**src/rtl/fwft_queue4.sv**
```systemverilog
module fwft_queue4 #(
  parameter int WIDTH = 8,
  parameter int DEPTH = 4
) (
  input  logic             clk,
  input  logic             rst,
  input  logic             push_en,
  input  logic [WIDTH-1:0] push_word,
  input  logic             pop_en,
  output logic [WIDTH-1:0] head_word,
  output logic             is_full,
  output logic             is_empty
);
  localparam int AW = (DEPTH > 1) ? $clog2(DEPTH) : 1;
  localparam int CW = $clog2(DEPTH + 1);
  localparam logic [CW-1:0] FULL_CNT = CW'(DEPTH);

  logic [WIDTH-1:0] slots [DEPTH];
  logic [AW-1:0]    wr_ptr, rd_ptr;
  logic [CW-1:0]    occ;
  logic [WIDTH-1:0] held;
  logic             take_in, take_out;

  assign is_full   = (occ == FULL_CNT);
  assign is_empty  = (occ == '0);
  assign take_in   = push_en && !is_full;
  assign take_out  = pop_en && !is_empty;
  assign head_word = is_empty ? held : slots[rd_ptr];

  always_ff @(posedge clk)
    if (take_in) slots[wr_ptr] <= push_word;

  always_ff @(posedge clk) begin
    if (rst) begin
      wr_ptr <= '0;
      rd_ptr <= '0;
      occ    <= '0;
      held   <= '0;
    end else begin
      if (take_in)  wr_ptr <= (wr_ptr == AW'(DEPTH - 1)) ? '0 : wr_ptr + 1'b1;
      if (take_out) rd_ptr <= (rd_ptr == AW'(DEPTH - 1)) ? '0 : rd_ptr + 1'b1;
      if (take_in && !take_out)      occ <= occ + 1'b1;
      else if (take_out && !take_in) occ <= occ - 1'b1;
      if (!is_empty) held <= slots[rd_ptr];
    end
  end
endmodule

```
**config.mk**
```make
export PLATFORM = sky130hd
export DESIGN_NAME = fwft_queue4
export DESIGN_NICKNAME = d
export VERILOG_FILES = /design/src/rtl/fwft_queue4.sv
export SDC_FILE = /design/constraint.sdc
export NUM_CORES = 1
export LEC_CHECK = 0
export BUFFER_PORTS_ARGS = -buffer_cell sky130_fd_sc_hd__buf_4
export CORE_UTILIZATION = 45
export DETAILED_ROUTE_END_ITERATION = 8
export MAX_ROUTING_LAYER = met4
export PLACE_DENSITY = 0.73
export SLEW_MARGIN = 20
export SYNTH_ARGS = -nofsm -noshare
export SYNTH_HDL_FRONTEND = slang
export SYNTH_SLANG_ARGS = --single-unit
```
**constraint.sdc**
```tcl
create_clock -name clk -period 2.85 [get_ports clk]
set_input_delay 0.57 -clock clk [delete_from_list [all_inputs] [get_ports clk]]
set_output_delay 0.57 -clock clk [all_outputs]
set_load 0.1 [all_outputs]
```
Word level (Yosys, flattened, before mapping)
Memories as Yosys holds them, arrays and structs flattened. A register that Yosys moved wholly into a read port is not among the register bits.
Cells that the tools add are included.
{ "totals": {"romBits": 0, "inputBits": 12, "output_inout_bits": 10, "reg_bits": 15, "mem_count": 1, "ramBits": 32, "latchBits": 0} }
{ "classes": {"mul": 0, "shift": 0, "mux": 9, "n_addsub": 4, "n_div": 0, "n_reduce_logical": 10, "order_cmp": 0, "n_bitwise": 0, "eq_ne": 3} }
{ "mem_list": {"columns": ["name", "depth", "word_bits", "rd", "rd_clocked_by_memory_dff", "wr", "line", "source"], "rows": [
  ["slots", 4, 8, 1, 1, 1, "18", "logic [WIDTH-1:0] slots [DEPTH];"]
]} }
{ "ops": {"columns": ["cell", "count"], "rows": [
  ["$mux 2", 4],
  ["$mux 8", 1],
  ["$mux 3", 2],
  ["$add 2x1->2 const B", 2],
  ["$eq 2x2->1 const B", 2],
  ["$logic_and 1x1->1", 4],
  ["$logic_not 1->1", 4],
  ["$add 3x1->3 const B", 1],
  ["$eq 3x3->1 const B", 1],
  ["$logic_not 3->1", 1],
  ["$sub 3x1->3 const B", 1],
  ["$mux 1", 2],
  ["$reduce_bool 2->1", 1]
]} }

Longest topological paths before layout
Gate-level depths: netlist of the first run.
{ "depth": {"word_depth": 7, "mapped_depth": 8} }

Least setup slack after synthesis of the first run
Ideal clock, no wire load.
{ "synth_path": {"path_kind": "flip-flop to flip-flop", "startpoint": "register occ[2]", "endpoint": "register occ[2]", "arrival_ns": 4.170, "synth_period_minus_slack_ns": 4.240, "path_stages_with_launch": 9, "slack_ns": -1.390, "path_cell_list": "dfxtp_1 > nor3b_1 > nor2_1 > ha_1 > inv_1 > fa_1 > xor2_1 > or3_1 > a21oi_1"} }
{ "synth_between": {"elab_chain_len": 6, "word_cells_on_any_way": 15, "cone_classes": "add/sub (2); eq/ne (1); mux (2); reduce/logical (10)"} }
{ "synth_lines": {"columns": ["element", "line", "source"], "rows": [
  ["start, declared", "20", "logic [CW-1:0] occ;"],
  ["start signal, assigned", "42", "if (take_in && !take_out) occ <= occ + 1'b1;"],
  ["start signal, assigned", "43", "else if (take_out && !take_in) occ <= occ - 1'b1;"],
  ["$eq 3x3->1 *", "24", "assign is_full = (occ == FULL_CNT);"],
  ["via is_full", "11", "output logic is_full,"],
  ["$logic_not 1->1 *", "26", "assign take_in = push_en && !is_full;"],
  ["$logic_and 1x1->1 *", "26", null],
  ["via take_in", "22", "logic take_in, take_out;"],
  ["$logic_not 1->1", "43", null],
  ["$logic_and 1x1->1", "43", null],
  ["$reduce_bool 2->1 (no line)", null, null]
]} }
Mark *: on every way through the listed nets, which the timed path passes. The rest lies on a longest branch. The select of a mux whose other input is x is not followed.
A chain may end at the register's enable or synchronous reset.

==> flow_metrics.py, run 1 <==
metrics = {
    "setup_path": {
        "ff2ff_setup_slack_ns": 0.47,
        "crit_chain": "mux4_2 > mux2_2 > buf_4",
        "max_stage_delay_ns": 0.68,
        "criticalPathCategory": "flop to output port",
        "crit_slowest_cell": "dfxtp_1",
        "cp-end-kind": "output port",
        "worstPathRequired_ns": 2.28,
        "ff2ff_path_depth": 7,
        "cp-endpoint": "head_word[7]",
        "worstPathArrival_ns": 2.07,
        "rr_startpoint": "occ[0]$_SDFFE_PP0P_",
        "r2r-end": "occ[2]$_SDFFE_PP0P_",
        "startpoint_type": "flop",
        "path_max_fanout": 8,
    },
    "placed_design": {
        "dp_hpwl_um": 2080,
        "gp_congestion": 0.660,
        "pre_cts_slack_ns": 0.463,
        "placed_area_um2": 2140,
        "port_buffers": 21,
        "dp_cells": 182,
    },
    "cts": {
        "cts_buffers": 5,
        "postCtsSetupRepairBufs": 0,
        "cts_sinks": 49,
        "h-tree-depth": 2,
        "cts_tree": "built",
        "insertion_delay_ns": 0.30,
        "cts_hold_buf": 0,
        "cts_resized": 0,
        "cts_buffer_depth": 2,
        "clk_pin_slew_ns": 0.09,
        "clockRootBuffer": "clkbuf_8",
    },
    "yosys": {
        "synth_nets": 133,
        "synth_area_um2": 1930,
        "synthTopCellsByArea": "edfxtp_1 50%, dfxtp_1 18%, mux4_2 9.4%",
        "yosysTopAreaCellShare_pct": 49.9,
        "synth_warnings": 0,
        "synth_seq_cells": 49,
        "synth_top_cell_by_area": "edfxtp_1",
        "yosysSeqAreaShare_pct": 67.6,
        "synth_area_per_cell_um2": 16.9,
        "synthCells": 114,
        "synth_cell_type_count": 24,
    },
    "hold_path": {
        "hp-class": "input port to flop",
    },
    "grt": {
        "gr-usage-all-layers_pct": 16.2,
        "grt_pass1_vias": 1037,
        "grt_overflow": 0,
        "grt_max_degree": 17,
        "grt_pass1_wl_um": 4870,
        "antenna_found_initial": 0,
    },
    "finish": {
        "design_area_um2": 2250,
        "nets": 158,
        "final_cell_mix": "32 x edfxtp_1, 21 x buf_4, 17 x dfxtp_1",
        "layout_commonest_cell": "edfxtp_1",
        "antennaDiodeCount": 0,
        "area_growth_syn_to_layout_pct": 16.9,
        "drive_above_1_share_pct": 33.6,
        "final_cells": 190,
    },
    "floorplanning": {
        "io_pins": 22,
        "start_util_pct": 47.5,
        "placementRows": 23,
        "die_y_um": 67.4,
        "die-area_um2": 4540,
        "coreArea_um2": 4060,
        "die_x_um": 67.4,
    },
    "drt": {
        "routed_wl_um": 3060,
        "wl_per_cell_um": 16.1,
        "dr.pass1.iters": 4,
        "drc": 0,
        "dr.first_iter.drc_count": 30,
        "vias": 1002,
        "final_antenna_net_count": 0,
        "routed_via_density": 5.27,
    },
    "timing": {
        "rsz0062_at_grt": "no",
        "fin_crit_ns": 2.64,
        "fin_crit_sh_pct": 92.7,
        "fmax_mhz": 379,
        "timing.slew.headroom_pct": 60.8,
        "final_hold_viol_count": 0,
        "setup_tns_ns": 0,
        "fin_worst_skew_ns": 0.00379,
        "tightest_slew_ns": 0.583,
        "final-max-slew-violation-count": 0,
        "setup_ws_ns": 0.208,
        "setup_viol": 0,
    },
    "status": {
        "run_status": "completed",
    },
    "run": {
        "maxCapViolations": 0,
    },
}
how the worst min path moves through the flow:
| stage | startpoint | endpoint | slack, ns | depth (start not counted) |
|---|---|---|---|---|
| 2_1_floorplan | rd_ptr[0]$_SDFFE_PP0P_ | flop | 0.46 | 2 |
| 3_3_place_gp | rd_ptr[0]$_SDFFE_PP0P_ | rd_ptr[0]$_SDFFE_PP0P_ | 0.49 | 2 |
| 3_5_place_dp | rd_ptr[0]$_SDFFE_PP0P_ | rd_ptr[0]$_SDFFE_PP0P_ | 0.51 | 2 |
| 4_1_cts | push_word[4] | slots[2][4]$_DFFE_PP_ | 0.45 | 1 |
| 5_1_grt | push_word[7] | slots[3][7]$_DFFE_PP_ | 0.45 | 1 |
| 6_report | push_word[5] | slots[2][5]$_DFFE_PP_ | 0.47 | 1 |
layer usage:
| metal | vias to the layer above | routed length, um | GRT usage (%) | share of wire, % |
|---|---|---|---|---|
| met5 | - | 0 | - | 0 |
| met4 | 0 | 40 | 6.38 | 1.3 |
| met3 | 7 | 128 | 5.57 | 4.2 |
| met2 | 22 | 1510 | 26.3 | 49 |
| met1 | 498 | 1380 | 18.5 | 45 |
| li1 | 475 | - | - | - |
worst max-delay path: cells and delay by family (launching register included):
kind     cells  cell delay [ns]
mux          2             0.86
flops        1             0.68
buf+inv      1             0.23
cell families after synthesis:
logic type	after synthesis	share of synthesized area [%]
AND/OR/NAND/NOR	23	7.54
XOR/XNOR	2	0.910
multiplexers	18	15.1
AO/OA/AOI/OAI	8	2.21
adder cells (fa/ha/maj)	7	4.94
buffers and inverters	7	1.75
flip-flops	49	67.6
cell type report:
class	count	area, um2
clock buffer	5	68.8
clock inverter	3	43.8
fill	335	1810
inverter	4	15.0
multi-input combinational	58	602
sequential	49	1300
tap	50	62.6
timing repair buffer	21	158
synthesized netlist by cell type (all sizes together):
cell type  count
fa             1
nand2          1
nor3           1
and2           4
ha             6
clkbuf         1
nand3b         1
o21ai          3
mux4           8
nor3b          1
or4            1
or3            2
mux2           8
o31ai          1
xor2           2
edfxtp        32
mux2i          2
nor2           4
nor2b          8
inv            4
a21oi          4
dfxtp         17
buf            2
flip-flops by register name, indices dropped and copies added (netlist names), named ones only:
name,cells
occ,3
wr_ptr,2
held,8
slots,32
rd_ptr,2
through the flow:
step	hold WS (ns)	utilization [%]
after global placement	0.490	52.7
final	0.466	55.5
after CTS	0.452	55.5
after detailed placement	0.510	52.7
after global routing	0.450	55.5
after floorplan	0.463	-
Power of run 1 is not shown: default switching activity piles up to over one toggle a cycle in this logic, so the estimate is an artifact.
==> inputs of run 2 (changes only) <==
--- a/config.mk
+++ b/config.mk
@@ -6,10 +6,11 @@
 export NUM_CORES = 1
 export LEC_CHECK = 0
 export BUFFER_PORTS_ARGS = -buffer_cell sky130_fd_sc_hd__buf_4
+export CORE_ASPECT_RATIO = 0.9
 export CORE_UTILIZATION = 45
 export DETAILED_ROUTE_END_ITERATION = 8
 export MAX_ROUTING_LAYER = met4
-export PLACE_DENSITY = 0.73
+export PLACE_DENSITY = 0.76
 export SLEW_MARGIN = 20
 export SYNTH_ARGS = -nofsm -noshare
 export SYNTH_HDL_FRONTEND = slang
==> constraint.sdc (replaced) <==
create_clock -name clk -period 2.4 [get_ports clk]
set_input_delay 0.48 -clock clk [delete_from_list [all_inputs] [get_ports clk]]
set_output_delay 0.48 -clock clk [all_outputs]
set_load 0.1 [all_outputs]
==> run 2 against run 1 <==
Effect of this change:
- register-to-register slack got worse by 0.27 ns
- sequential share of layout area barely moved
- final cell count rose by 0.53%
- sequential cell count did not move
- final area rose by 0.22%
- critical path type unchanged
- first-iteration DRC count rose by 37%
- routed wire length rose by 3.1%
- worst hold slack got worse by 0.084 ns
- setup slack got worse by 0.097 ns
- global-route usage rose by 0.46 points
==> flow_metrics.py, run 2 (synthesis results as in run 1) <==
metrics = {
    "floorplanning": {
        "die_x_um": 71.0,
        "coreArea_um2": 4100,
        "die-area_um2": 4550,
        "io_pins": 22,
        "placementRows": 22,
        "start_util_pct": 46.9,
        "die_y_um": 64.1,
    },
    "timing": {
        "final-max-slew-violation-count": 0,
        "fmax_mhz": 437,
        "fin_worst_skew_ns": 0.00547,
        "timing.slew.headroom_pct": 66.0,
        "setup_viol": 0,
        "fin_crit_ns": 2.29,
        "fin_crit_sh_pct": 95.4,
        "setup_ws_ns": 0.111,
        "final_hold_viol_count": 0,
        "rsz0062_at_grt": "no",
        "tightest_slew_ns": 0.508,
    },
    "cts": {
        "cts_buffers": 5,
        "postCtsSetupRepairBufs": 0,
        "cts_tree": "built",
        "cts_hold_buf": 0,
        "cts_sinks": 49,
        "clockRootBuffer": "clkbuf_8",
        "cts_resized": 0,
        "insertion_delay_ns": 0.29,
        "h-tree-depth": 2,
        "clk_pin_slew_ns": 0.08,
        "cts_buffer_depth": 2,
    },
    "drt": {
        "dr.pass1.iters": 6,
        "vias": 1013,
        "routed_wl_um": 3150,
        "dr.first_iter.drc_count": 41,
        "drc": 0,
        "final_antenna_net_count": 0,
        "wl_per_cell_um": 16.5,
        "routed_via_density": 5.30,
    },
    "finish": {
        "nets": 161,
        "layout_commonest_cell": "edfxtp_1",
        "final_cell_mix": "32 x edfxtp_1, 24 x buf_4, 15 x dfxtp_1",
        "reg_top3": "slots (32), held (8), occ (3)",
        "antennaDiodeCount": 0,
        "largest_reg_flops": 32,
        "drive_above_1_share_pct": 36.4,
        "area_growth_syn_to_layout_pct": 17.2,
        "final_cells": 191,
        "regMostFlops": "slots",
    },
    "placed_design": {
        "gp_congestion": 0.716,
        "pre_cts_slack_ns": 0.198,
        "dp_hpwl_um": 2200,
        "port_buffers": 21,
        "dp_cells": 183,
    },
    "status": {
        "run_status": "completed",
    },
    "setup_path": {
        "startpoint_type": "flop",
        "criticalPathCategory": "flop to output port",
        "worstPathArrival_ns": 1.81,
        "worstPathRequired_ns": 1.92,
        "cp-end-kind": "output port",
        "path_max_fanout": 4,
        "ff2ff_setup_slack_ns": 0.20,
    },
    "grt": {
        "gr-usage-all-layers_pct": 16.7,
        "grt_max_degree": 16,
        "grt_pass1_vias": 1068,
        "grt_pass1_wl_um": 5220,
        "grt_overflow": 0,
        "antenna_found_initial": 0,
    },
    "hold_path": {
        "hp-class": "input port to flop",
    },
    "run": {
        "maxCapViolations": 0,
    },
}
[run 2: routing by layer]
metal  up-vias  routed length [um]  track usage (%)
met5         -                   0                -
met4         0                  55             6.75
met3         6                  88             3.79
met2        19                1670             28.1
met1       508                1340             19.6
li1        480                   -                -
[run 2: layout make-up]
class | instances | area [um2]
fillers | 341 | 1850
flip-flops and latches | 49 | 1300
multi-input cells | 58 | 607
repair buffers | 24 | 180
clock buffers | 8 | 90.1
well taps | 48 | 60.1
inverters | 4 | 15.0
[run 2: through the flow]
step	TNS [ns]	util [%]	area [um2]	hold WS, ns
global route	0	55.0	2260	0.372
detailed placement	0	52.8	2170	0.505
floorplan	-0.809	-	1940	0.463
finish	0	55.0	2260	0.382
global placement	0	52.8	2170	0.479
CTS	0	55.0	2260	0.373
[run 2: worst max-delay path, cell delays in order (launching register included)]
cell and delay (ns):
dfxtp_1 0.34, buf_4 0.16, mux4_2 0.49, mux2_2 0.29, buf_4 0.24
[run 2: path summary, 6_finish.rpt]
check             cells after the start                endpoint                    from
setup / recovery                      4            head_word[1]                    flop
hold / removal                        1   slots[0][7]$_DFFE_PP_            push_word[7]
setup reg to reg                      7     occ[2]$_SDFFE_PP0P_     occ[0]$_SDFFE_PP0P_
hold reg to reg                       2  rd_ptr[0]$_SDFFE_PP0P_  rd_ptr[0]$_SDFFE_PP0P_
Power of run 2 is left out for the same reason.
